--- src/rtl/booth_pkg.sv ---
package booth_pkg;

    typedef enum logic [1:0] {
        ST_IDLE = 2'd0,
        ST_RUN  = 2'd1,
        ST_DONE = 2'd2
    } state_t;

    typedef enum logic [1:0] {
        OP_SKIP = 2'd0,
        OP_ADD  = 2'd1,
        OP_SUB  = 2'd2
    } op_t;

    typedef struct packed {
        op_t  op;
        logic dbl;   // apply the multiplicand shifted one extra place
        logic cout;  // correction passed to the next pair
    } step_t;

endpackage

--- src/rtl/booth_recode.sv ---
module booth_recode
    import booth_pkg::*;
(
    input  logic       cin,
    input  logic [1:0] pair,
    output step_t      step
);

    always_comb begin
        step = '{op: OP_SKIP, dbl: 1'b0, cout: 1'b0};
        unique case ({cin, pair})
            3'b000: step = '{op: OP_SKIP, dbl: 1'b0, cout: 1'b0};
            3'b001: step = '{op: OP_ADD,  dbl: 1'b0, cout: 1'b0};
            3'b010: step = '{op: OP_SUB,  dbl: 1'b1, cout: 1'b1};
            3'b011: step = '{op: OP_SUB,  dbl: 1'b0, cout: 1'b1};
            3'b100: step = '{op: OP_ADD,  dbl: 1'b0, cout: 1'b0};
            3'b101: step = '{op: OP_ADD,  dbl: 1'b1, cout: 1'b0};
            3'b110: step = '{op: OP_SUB,  dbl: 1'b0, cout: 1'b1};
            3'b111: step = '{op: OP_SKIP, dbl: 1'b0, cout: 1'b1};
            default: step = '{op: OP_SKIP, dbl: 1'b0, cout: 1'b0};
        endcase
    end

endmodule

--- src/rtl/booth_addsub.sv ---
module booth_addsub
    import booth_pkg::*;
#(
    parameter int W = 32
) (
    input  logic [W-1:0] acc,
    input  logic [W-1:0] mcand,
    input  step_t        step,
    output logic [W-1:0] acc_next
);

    logic [W-1:0] term;

    always_comb begin
        term = step.dbl ? {mcand[W-2:0], 1'b0} : mcand;
        unique case (step.op)
            OP_ADD:  acc_next = acc + term;
            OP_SUB:  acc_next = acc - term;
            default: acc_next = acc;
        endcase
    end

endmodule

--- src/rtl/booth_fsm.sv ---
module booth_fsm
    import booth_pkg::*;
(
    input  logic clk,
    input  logic rst_n,
    input  logic start,
    input  logic last,
    output logic load,
    output logic step_en,
    output logic busy,
    output logic done
);

    state_t state, state_nx;

    always_ff @(posedge clk or negedge rst_n) begin
        if (!rst_n) state <= ST_IDLE;
        else        state <= state_nx;
    end

    always_comb begin
        state_nx = state;
        unique case (state)
            ST_IDLE: if (start) state_nx = ST_RUN;   // launch
            ST_RUN:  if (last)  state_nx = ST_DONE;  // finish, else iterate
            ST_DONE: state_nx = ST_IDLE;             // retire
            default: state_nx = ST_IDLE;
        endcase
    end

    always_comb begin
        load    = 1'b0;
        step_en = 1'b0;
        busy    = 1'b0;
        done    = 1'b0;
        unique case (state)
            ST_IDLE: load = start;
            ST_RUN: begin
                step_en = 1'b1;
                busy    = 1'b1;
            end
            ST_DONE: done = 1'b1;
            default: ;
        endcase
    end

endmodule

--- src/rtl/booth_mac.sv ---
module booth_mac
    import booth_pkg::*;
#(
    parameter int W = 32
) (
    input  logic         clk,
    input  logic         rst_n,
    input  logic         start,
    input  logic         accum_en,
    input  logic [W-1:0] mcand_in,
    input  logic [W-1:0] mplier_in,
    input  logic [W-1:0] addend_in,
    output logic         busy,
    output logic         done,
    output logic [W-1:0] product
);

    localparam int STEPS = W / 2;
    localparam int CW    = (STEPS > 1) ? $clog2(STEPS) : 1;

    logic [W-1:0]  acc_q, mcand_q, mreg_q, acc_next;
    logic          carry_q;
    logic [CW-1:0] cnt_q;
    logic          load, step_en, last;
    step_t         step;

    booth_recode u_rec (
        .cin  (carry_q),
        .pair (mreg_q[1:0]),
        .step (step)
    );

    booth_addsub #(.W(W)) u_add (
        .acc      (acc_q),
        .mcand    (mcand_q),
        .step     (step),
        .acc_next (acc_next)
    );

    assign last = ((mreg_q[W-1:2] == '0) && !step.cout) || (cnt_q == CW'(STEPS - 1));

    booth_fsm u_fsm (
        .clk     (clk),
        .rst_n   (rst_n),
        .start   (start),
        .last    (last),
        .load    (load),
        .step_en (step_en),
        .busy    (busy),
        .done    (done)
    );

    always_ff @(posedge clk or negedge rst_n) begin
        if (!rst_n) begin
            acc_q   <= '0;
            mcand_q <= '0;
            mreg_q  <= '0;
            carry_q <= 1'b0;
            cnt_q   <= '0;
            product <= '0;
        end else if (load) begin
            acc_q   <= accum_en ? addend_in : '0;
            mcand_q <= mcand_in;
            mreg_q  <= mplier_in;
            carry_q <= 1'b0;
            cnt_q   <= '0;
        end else if (step_en) begin
            acc_q   <= acc_next;
            mcand_q <= {mcand_q[W-3:0], 2'b00};
            mreg_q  <= {2'b00, mreg_q[W-1:2]};
            carry_q <= step.cout;
            cnt_q   <= cnt_q + 1'b1;
            if (last) product <= acc_next;
        end
    end

endmodule

--- config.mk ---
export PLATFORM = sky130hd
export DESIGN_NAME = booth_mac
export DESIGN_NICKNAME = d
export VERILOG_FILES = /design/src/rtl/booth_pkg.sv /design/src/rtl/booth_recode.sv /design/src/rtl/booth_addsub.sv /design/src/rtl/booth_fsm.sv /design/src/rtl/booth_mac.sv
export SDC_FILE = /design/constraint.sdc
export NUM_CORES = 1
export LEC_CHECK = 0
export BUFFER_PORTS_ARGS = -buffer_cell sky130_fd_sc_hd__buf_2
export CORE_MARGIN = 2
export CORE_UTILIZATION = 45
export DETAILED_ROUTE_END_ITERATION = 8
export SLEW_MARGIN = 40
export SYNTH_ARGS = -nofsm -noshare
export SYNTH_HDL_FRONTEND = slang
export SYNTH_SLANG_ARGS = --single-unit
--- constraint.sdc ---
create_clock -name clk -period 5.8 [get_ports clk]
set_input_delay 0.58 -clock clk [delete_from_list [all_inputs] [get_ports clk]]
set_output_delay 0.58 -clock clk [all_outputs]
set_load 0.03 [all_outputs]
==> results of run 1 <==
[cell families after synthesis]
group	count (synthesis)	synth area share [%]
flip-flops	135	33.79
AND/OR/NAND/NOR	373	19.14
adder cells (fa/ha/maj)	35	4.456
buffers and inverters	129	6.082
XOR/XNOR	44	3.855
multiplexers	25	2.591
AO/OA/AOI/OAI	477	30.09
[metal layers]
layer	track usage (%)	share of wire [%]	wire, um
met1	33.63	44	13410
met2	42.58	48	14680
met3	4.650	4.7	1430
met4	11.33	3.4	1046
met5	0	0	0
[final cells by class]
cell class / count / area share (%)
clock inverter: 13 / 1.585
timing repair buffer: 163 / 7.926
multi-input combinational: 954 / 53.02
tap: 280 / 3.082
clock buffer: 19 / 3.985
inverter: 20 / 0.6605
sequential: 135 / 29.74
[worst min path at each step]
stage | start | depth (start not counted) | slack (ps) | endpoint
after detailed placement | product[15]$_DFFE_PN0P_ | 2 | 470 | product[15]$_DFFE_PN0P_
after CTS | rst_n | 1 | 190 | product[28]$_DFFE_PN0P_
after global routing | rst_n | 1 | 230 | acc_q[28]$_DFFE_PN0P_
final | rst_n | 1 | 170 | product[28]$_DFFE_PN0P_
after global placement | product[11]$_DFFE_PN0P_ | 2 | 460 | product[11]$_DFFE_PN0P_
after floorplan | rst_n | 0 | 280 | acc_q[0]$_DFFE_PN0P_
[cell usage after synthesis, drive strengths merged (12+ instances only)]
master / instances / area, sq um
a211oi: 15 / 112.6
a21o: 21 / 157.7
a21oi: 106 / 534.3
a22oi: 70 / 525.5
a31oi: 23 / 143.9
buf: 24 / 162.7
clkbuf: 82 / 339.1
dfrtp: 135 / 3378
ha: 34 / 425.4
inv: 19 / 71.32
mux2i: 18 / 180.2
nand2: 120 / 452.9
nand3: 28 / 140.1
nand4: 14 / 87.58
nor2: 67 / 259.0
nor2b: 46 / 287.8
nor3: 33 / 165.2
o211ai: 12 / 90.09
o21ai: 146 / 730.7
o22ai: 16 / 100.1
or3: 13 / 81.33
xnor2: 21 / 183.9
xor2: 23 / 201.4
[registers in the layout, indices dropped and copies added (netlist names)]
signal / flops
mcand_q: 32
product: 32
acc_q: 32
mreg_q: 32
carry_q: 1
u_fsm.state: 2
cnt_q: 4
[per-stage QoR]
stage / cells / setup slack (ps) / hold WS, ps
floorplan: 1218 / 604.2 / 284.4
global placement: 1552 / 491.6 / 461.7
detailed placement: 1552 / 339.3 / 465.3
CTS: 1584 / 313.2 / 190.1
global route: 1584 / 43.49 / 230.6
finish: 1584 / 468.8 / 167.9
[critical path: stages, from the launching register on]
cell and delay (ps):
dfrtp_1 530, buf_4 250, nor3b_4 230, a21o_2 230, mux2i_1 270, ha_1 230, nand4_1 230, nor2_4 300
and3_1 330, nor2_1 80, xor2_1 160, ha_1 390, a21o_1 220, a31oi_1 210, o221ai_1 190, a221oi_1 300
a21boi_2 280, o21ai_0 140, xnor2_1 180, or3_1 330, a31oi_1 160
==> impl_metrics.env, run 1 <==
export IMPL_status="complete, no violations"
export IMPL_period_share_pct=91.92
export IMPL_drt_wl_total_mm=30.57
export IMPL_antenna_cells=0
export IMPL_tns_ps=0
export IMPL_fin_area_sq_mm=0.01137
export IMPL_startpoint_type="flop"
export IMPL_syn_area_sq_mm=0.009997
export IMPL_fp_dieW_um=153.1
export IMPL_clockBufferDepth=2
export IMPL_arrival_ps=5690
export IMPL_synth_edf_count=0
export IMPL_synth_seq_cells=135
export IMPL_cp_endpoint="product[31]$_DFFE_PN0P_"
export IMPL_setup_worst_path_start="carry_q$_DFFE_PN0P_"
export IMPL_final_util_pct=52.08
export IMPL_area_growth_pct=13.69
export IMPL_io_pins=134
export IMPL_layout_commonest_cell="o21ai_0"
export IMPL_insertion_delay_ps=430
export IMPL_cts_buffers=17
export IMPL_drc_errors=0
export IMPL_reg2reg_slack_ps=470
export IMPL_clk_pin_slew_ps=70
export IMPL_start_util_pct=45.81
export IMPL_synth_warnings=0
export IMPL_max_slew_margin_pct=43.48
export IMPL_regArea_sq_mm=0.003381
export IMPL_fillers=2114
export IMPL_worstRegToRegCells=20
export IMPL_cts_tree="yes"
export IMPL_drt_iter0_drc=794
export IMPL_post_cts_buffers=0
export IMPL_worst_pin_slew_ps=844.7
export IMPL_drv_cap=0
export IMPL_place_area_sq_mm=0.01073
export IMPL_hold_violations=0
export IMPL_placementRows=54
export IMPL_syn_nets=1353
export IMPL_final_min_clock_period_ps=5331
export IMPL_port_buffer_count=133
export IMPL_worstSetupPathType="reg2reg"
export IMPL_setup_viol=0
export IMPL_vias_per_cell=6.019
export IMPL_crit_fanout=14
export IMPL_syn_inst=1218
export IMPL_grt_overflow=0
export IMPL_synth_flop_cell="dfrtp_1"
export IMPL_mostFrequentLayoutCells="o21ai_0 (135), dfrtp_1 (133), buf_2 (132)"
export IMPL_dieArea_sq_mm=0.02342
export IMPL_end_kind="flop"
export IMPL_die_y_um=153.1
export IMPL_gp_congestion=0.9119
export IMPL_hold_path_class="in2async"
export IMPL_slew_viol_final=0
export IMPL_multi_input_area_sq_mm=0.006026
export IMPL_clock_skew_ps=13.32
export IMPL_drtPass1Iterations=5
export IMPL_final_nets=1426
export IMPL_clock_sinks=135
export IMPL_root_buffer="clkbuf_16"
export IMPL_h_tree_depth=4
export IMPL_grt_total_usage_pct=25.96
export IMPL_ant_nets=0
export IMPL_fmax_mhz=187.6
export IMPL_design_core_area_sq_mm=0.02182
export IMPL_ctsHoldBuffers=0
export IMPL_grt_pass1_wl_mm=49.34
export IMPL_cp_required_ps=6160
export IMPL_ys_types=87
export IMPL_drive_above_1_share_pct=17.56
export IMPL_r2r_end="product[31]$_DFFE_PN0P_"
export IMPL_async_flop_share_pct=100.0
export IMPL_r2r_start="carry_q$_DFFE_PN0P_"
export IMPL_grt_max_degree=93
export IMPL_vias=9534
export IMPL_rsz0062_at_grt="no"
export IMPL_avgSynthCellArea_sq_um=8.208
export IMPL_ys_seq_area_share_pct=33.79
export IMPL_dp_final_hpwl_mm=21.44
export IMPL_grt_pass1_vias=9341
export IMPL_wl_per_cell_um=19.30
export IMPL_ctsResizeCount=0
export IMPL_antenna_found_initial=0
Power of run 1 is not shown: default switching activity piles up to over one toggle a cycle in this logic, so the estimate is an artifact.
==> run 2, diff against run 1 <==
==> constraint.sdc (replaced) <==
create_clock -name clk -period 5.8 [get_ports clk]
set_input_delay 1.16 -clock clk [delete_from_list [all_inputs] [get_ports clk]]
set_output_delay 1.16 -clock clk [all_outputs]
set_load 0.03 [all_outputs]
==> run 2 against run 1 <==
Compared with the run above: worst setup slack gained 13 ps; critical path depth is the same; non-clock buffer count grew 2; flip-flop and latch count is the same; utilization shrank 0.21 points; cell count grew 0.13%; maximum frequency grew 0.25%; routed wire length shrank 1.3%; critical endpoint unchanged.
==> impl_metrics.env, run 2 (synthesis gave the netlist of run 1 again) <==
export IMPL_io_pins=134
export IMPL_cp_required_ps=6170
export IMPL_path_delay_family="compound AO/OA/AOI/OAI gates"
export IMPL_cts_buffers=17
export IMPL_antenna_found_initial=0
export IMPL_status="complete, no violations"
export IMPL_insertion_delay_ps=450
export IMPL_die_y_um=153.1
export IMPL_clockBufferDepth=2
export IMPL_grt_max_degree=95
export IMPL_drc_errors=0
export IMPL_final_min_clock_period_ps=5318
export IMPL_fmax_mhz=188.0
export IMPL_hold_violations=0
export IMPL_dieArea_sq_mm=0.02342
export IMPL_slew_viol_final=0
export IMPL_wl_per_cell_um=19.03
export IMPL_crit_buf_inv=1
export IMPL_drive_above_1_share_pct=17.53
export IMPL_start_util_pct=45.81
export IMPL_critPathSlowestCell="dfrtp_1"
export IMPL_end_kind="flop"
export IMPL_rsz0062_at_grt="no"
export IMPL_vias_per_cell=6.015
export IMPL_tns_ps=0
export IMPL_regArea_sq_mm=0.003381
export IMPL_cts_tree="yes"
export IMPL_worst_pin_slew_ps=793.0
export IMPL_vias=9540
export IMPL_grt_total_usage_pct=25.57
export IMPL_fp_dieW_um=153.1
export IMPL_post_cts_buffers=0
export IMPL_final_nets=1428
export IMPL_clock_skew_ps=14.34
export IMPL_clk_pin_slew_ps=70
export IMPL_path_depth=20
export IMPL_placementRows=54
export IMPL_arrival_ps=5690
export IMPL_dp_final_hpwl_mm=21.06
export IMPL_port_buffer_count=133
export IMPL_r2r_end="product[31]$_DFFE_PN0P_"
export IMPL_hold_path_startpoint="product[1]$_DFFE_PN0P_"
export IMPL_ant_nets=0
export IMPL_multi_input_area_sq_mm=0.006025
export IMPL_antenna_cells=0
export IMPL_design_core_area_sq_mm=0.02182
export IMPL_ctsHoldBuffers=0
export IMPL_gp_congestion=0.9135
export IMPL_setup_worst_path_start="carry_q$_DFFE_PN0P_"
export IMPL_layout_commonest_cell="o21ai_0"
export IMPL_period_share_pct=91.69
export IMPL_max_slew_margin_pct=46.94
export IMPL_setup_viol=0
export IMPL_worstPathCellList="buf_4 > nor3b_4 > a21o_1 > mux2i_1 > ha_1 > nand4_1 > nor2_4 > and3_1 > nor2_1 > xor2_1 > ha_1 > a21o_1 > a31oi_1 > o221ai_1 > a221oi_1 > a21boi_2 > o21ai_0 > xnor2_1 > or3_1 > a31oi_1"
export IMPL_drv_cap=0
export IMPL_holdWs_ps=473.2
export IMPL_grt_pass1_vias=9127
export IMPL_h_tree_depth=4
export IMPL_drtPass1Iterations=6
export IMPL_root_buffer="clkbuf_16"
export IMPL_worstRegToRegCells=20
export IMPL_r2r_start="carry_q$_DFFE_PN0P_"
export IMPL_fillers=2086
export IMPL_worstSetupPathType="reg2reg"
export IMPL_area_growth_pct=13.24
export IMPL_grt_overflow=0
export IMPL_slowest_delay_ps=520
export IMPL_drt_iter0_drc=722
export IMPL_grt_pass1_wl_mm=48.64
export IMPL_cp_endpoint="product[31]$_DFFE_PN0P_"
export IMPL_mostFrequentLayoutCells="o21ai_0 (135), dfrtp_1 (133), buf_2 (132)"
export IMPL_hold_path_class="reg2reg"
export IMPL_clock_sinks=135
export IMPL_crit_fanout=13
export IMPL_drt_wl_total_mm=30.18
export IMPL_reg2reg_slack_ps=480
export IMPL_startpoint_type="flop"
run 2: cell count changes in the layout (fill, tap and decap cells not counted):
cell       previous run  this run
inv_8                 2         1
clkinv_4              1         0
a21o_1               20        21
clkbuf_8              2         1
buf_4                30        32
clkbuf_1              0         1
inv_6                 5         8
clkinv_2              0         1
bufinv_16             3         1
a21o_2                1         0
run 2: worst register-to-register path: cells and delay by family, from the launching register on:
family	cells	cell delay [ps]
simple gates	6	1530
mux	1	260
xor+xnor	2	360
compound gates	8	1730
flops	1	520
buf+inv	1	240
fa+ha+maj	2	620
run 2: worst min path at each step:
| stage | slack, ps | depth (start not counted) | end |
|---|---|---|---|
| floorplan | 480 | 2 | acc_q[3]$_DFFE_PN0P_ |
| global placement | 460 | 2 | product[9]$_DFFE_PN0P_ |
| detailed placement | 470 | 2 | product[1]$_DFFE_PN0P_ |
| CTS | 480 | 2 | product[16]$_DFFE_PN0P_ |
| global route | 500 | 2 | product[15]$_DFFE_PN0P_ |
| finish | 470 | 2 | product[1]$_DFFE_PN0P_ |
run 2: layout make-up:
class                   instances  share of cell area, %
flip-flops and latches        135                  29.86
multi-input cells             954                  53.22
repair buffers                165                  8.090
clock buffers                  19                  3.912
inverters                      20                 0.6631
clock inverters                13                  1.160
well taps                     280                  3.095
run 2: timing repair:
| item | in CTS | in global routing |
|---|---|---|
| resized for setup | 0 | 1 |
| endpoints found under the hold margin | 0 | 0 |
| setup endpoints to repair | 0 | 2 |
run 2: metal layers:
metal / wire [um] / global-route usage, % / up-vias
li1: - / - / 4655
met5: 0 / 0 / -
met3: 1539 / 5.189 / 50
met4: 817 / 9.392 / 0
met2: 14560 / 42.69 / 263
met1: 13260 / 32.82 / 4572
run 2: per-stage QoR:
step           instances  instance area [sq um]  utilization (%)  setup WS [ps]
2_1_floorplan       1218                   9997                -          604.2
3_3_place_gp        1554                  10740            49.21          592.0
3_5_place_dp        1554                  10740            49.23          471.9
4_1_cts             1586                  11320            51.86          443.9
5_1_grt             1586                  11320            51.87          31.02
6_report            1586                  11320            51.87          481.9
Power of run 2 is left out for the same reason.
==> run 3, diff against run 2 <==
--- a/config.mk
+++ b/config.mk
@@ -5,9 +5,10 @@
 export SDC_FILE = /design/constraint.sdc
 export NUM_CORES = 1
 export LEC_CHECK = 0
+export ABC_AREA = 1
 export BUFFER_PORTS_ARGS = -buffer_cell sky130_fd_sc_hd__buf_2
 export CORE_MARGIN = 2
-export CORE_UTILIZATION = 45
+export CORE_UTILIZATION = 34
 export DETAILED_ROUTE_END_ITERATION = 8
 export SLEW_MARGIN = 40
 export SYNTH_ARGS = -nofsm -noshare
==> run 3 against run 2 <==
Compared with the run above: cell count increased by 14%; final area shrank 3.2%; flip-flop and latch count is the same; first-iteration DRC count shrank 15%; clock skew grew 1.3 ps; area after synthesis fell by 6.4%; highest routed layer unchanged.
==> impl_metrics.env, run 3 <==
export IMPL_io_pins=134
export IMPL_cts_tree="yes"
export IMPL_final_util_pct=40.56
export IMPL_yosysMostFrequentCell="nand2_1"
export IMPL_synth_xor_xnor_area_share_pct=3.087
export IMPL_synth_top_area_share_pct=36.09
export IMPL_synth_top_area_cell="dfrtp_1"
export IMPL_drt_wl_total_mm=28.79
export IMPL_synth_area_top_cells="dfrtp_1 (36%), nand2_1 (17%), nand3_1 (6.2%), inv_1 (6.1%), ha_1 (4.5%)"
export IMPL_area_growth_pct=17.08
export IMPL_synthAdderAreaFrac_pct=4.758
export IMPL_worst_pin_slew_ps=761.5
export IMPL_grt_pass1_wl_mm=46.11
export IMPL_startpoint_type="flop"
export IMPL_start_util_pct=34.64
export IMPL_ys_types=45
export IMPL_antenna_cells=0
export IMPL_die_y_um=169.9
export IMPL_tns_ps=0
export IMPL_syn_area_sq_mm=0.009361
export IMPL_fp_dieW_um=169.9
export IMPL_slowest_delay_ps=570
export IMPL_ctsHoldBuffers=0
export IMPL_final_nets=1583
export IMPL_synth_warnings=0
export IMPL_antenna_found_initial=0
export IMPL_insertion_delay_ps=440
export IMPL_synth_commonest_cells="nand2_1 (436), inv_1 (153), dfrtp_1 (135)"
export IMPL_clockBufferDepth=2
export IMPL_async_flop_share_pct=100.0
export IMPL_design_core_area_sq_mm=0.02703
export IMPL_synth_area_mux_share_pct=0
export IMPL_synth_top_family_by_area="simple AND/OR/NAND/NOR gates"
export IMPL_port_buffer_count=133
export IMPL_crit_fanout=29
export IMPL_dpl_cell_count=1769
export IMPL_synth_edf_count=0
export IMPL_syn_inst=1343
export IMPL_drc_errors=0
export IMPL_place_area_sq_mm=0.01031
export IMPL_syn_nets=1478
export IMPL_gp_congestion=0.8707
export IMPL_avgSynthCellArea_sq_um=6.971
export IMPL_synth_seq_cells=135
export IMPL_final_min_clock_period_ps=5005
export IMPL_drt_iter0_drc=614
export IMPL_dieArea_sq_mm=0.02888
export IMPL_vias_per_cell=5.115
export IMPL_rsz0062_at_grt="no"
export IMPL_wl_per_cell_um=15.97
export IMPL_dp_final_hpwl_mm=21.40
export IMPL_crit_path_frequent_cell="nand2_1"
export IMPL_stdcell_count=1802
export IMPL_hold_path_class="reg2reg"
export IMPL_synth_flop_cell="dfrtp_1"
export IMPL_ant_nets=0
export IMPL_drive_above_1_share_pct=14.92
export IMPL_fmax_mhz=199.8
export IMPL_synth_compound_area_share_pct=15.18
export IMPL_status="complete, no violations"
export IMPL_cp_required_ps=6130
export IMPL_grt_total_usage_pct=20.21
export IMPL_setup_viol=0
export IMPL_mostFrequentLayoutCells="nand2_1 (436), inv_1 (152), dfrtp_1 (135)"
export IMPL_grt_overflow=0
export IMPL_end_kind="flop"
export IMPL_ctsResizeCount=0
export IMPL_grt_max_degree=98
export IMPL_ys_seq_area_share_pct=36.09
export IMPL_layout_commonest_cell="nand2_1"
export IMPL_cts_buffers=17
export IMPL_fillers=2908
export IMPL_arrival_ps=5330
export IMPL_max_slew_margin_pct=49.23
export IMPL_critPathSlowestCell="nand2_2"
export IMPL_drtPass1Iterations=5
export IMPL_grt_pass1_vias=8835
export IMPL_clock_sinks=135
export IMPL_root_buffer="clkbuf_16"
export IMPL_placementRows=60
export IMPL_slew_viol_final=0
export IMPL_synthSimpleGateAreaFrac_pct=32.09
export IMPL_hold_violations=0
export IMPL_fin_area_sq_mm=0.01096
export IMPL_drv_cap=0
export IMPL_clk_pin_slew_ps=70
export IMPL_period_share_pct=86.29
export IMPL_post_cts_buffers=0
export IMPL_vias=9217
export IMPL_worstSetupPathType="reg2reg"
export IMPL_clock_skew_ps=15.67
export IMPL_h_tree_depth=4
## run 3: cell count changes after synthesis, sizes merged, moves of 18 or more
| cell | delta |
|---|---|
| inv | +138 |
| mux2i | -18 |
| nor2b | -46 |
| a21oi | -70 |
| nand2 | +320 |
| nor2 | +30 |
| o221ai | +39 |
| nand3 | +91 |
| a22oi | -63 |
| nor3 | -24 |
| clkbuf | -36 |
| o21ai | -87 |
## run 3: cells by family (layout without fill, tap and decap cells)
kind of cell / count (synthesis) / count (layout)
adders and majority gates: 35 / 35
DFF: 135 / 135
xor gates and xnor gates: 33 / 33
buffers and inverters: 213 / 331
and+or+nand+nor: 712 / 712
AOI/OAI and AO/OA: 215 / 215
## run 3: area by class of cell
type	instances	area [sq um]	share of cell area (%)
Tap cell	341	426.7	3.893
Sequential cell	135	3378	30.82
Clock buffer	17	425.4	3.881
Inverter	157	590.6	5.388
Clock inverter	15	205.2	1.872
Timing Repair Buffer	142	759.5	6.929
Multi-Input combinational cell	995	5175	47.21
## run 3: through the flow
stage                     setup WS [ps]  hold WS [ps]
after floorplan                    2166         470.9
after global placement             1006         453.6
after detailed placement          839.9         455.0
after CTS                         814.2         473.2
after global routing              284.7         494.6
final                             795.5         470.8
## run 3: final timing paths
path,start,endpoint,slack [ps],depth (start not counted)
worst max register to register,mreg_q[1]$_DFFE_PN0P_,acc_q[31]$_DFFE_PN0P_,800,28
worst max-delay path,mreg_q[1]$_DFFE_PN0P_,acc_q[31]$_DFFE_PN0P_,800,28
worst min register to register,product[8]$_DFFE_PN0P_,product[8]$_DFFE_PN0P_,470,2
max in group asynchronous,rst_n,acc_q[25]$_DFFE_PN0P_,4010,2
min in group asynchronous,rst_n,mreg_q[17]$_DFFE_PN0P_,710,1
worst min-delay path,product[8]$_DFFE_PN0P_,product[8]$_DFFE_PN0P_,470,2
## run 3: layer usage
metal  global-route usage (%)  part of all wire [%]
met1                    28.58                    49
met2                    32.80                    46
met3                    2.070                   3.4
met4                    5.834                   1.6
met5                        0                     0
## run 3: worst max-delay path, delay by kind of cell, from the launching register on
family | cells | cell delay [ps]
AOI/OAI and AO/OA | 4 | 780
xor gates and xnor gates | 1 | 150
adders and majority gates | 2 | 610
buffers and inverters | 3 | 240
DFF | 1 | 440
and+or+nand+nor | 18 | 2650
Power of run 3 is left out for the same reason.
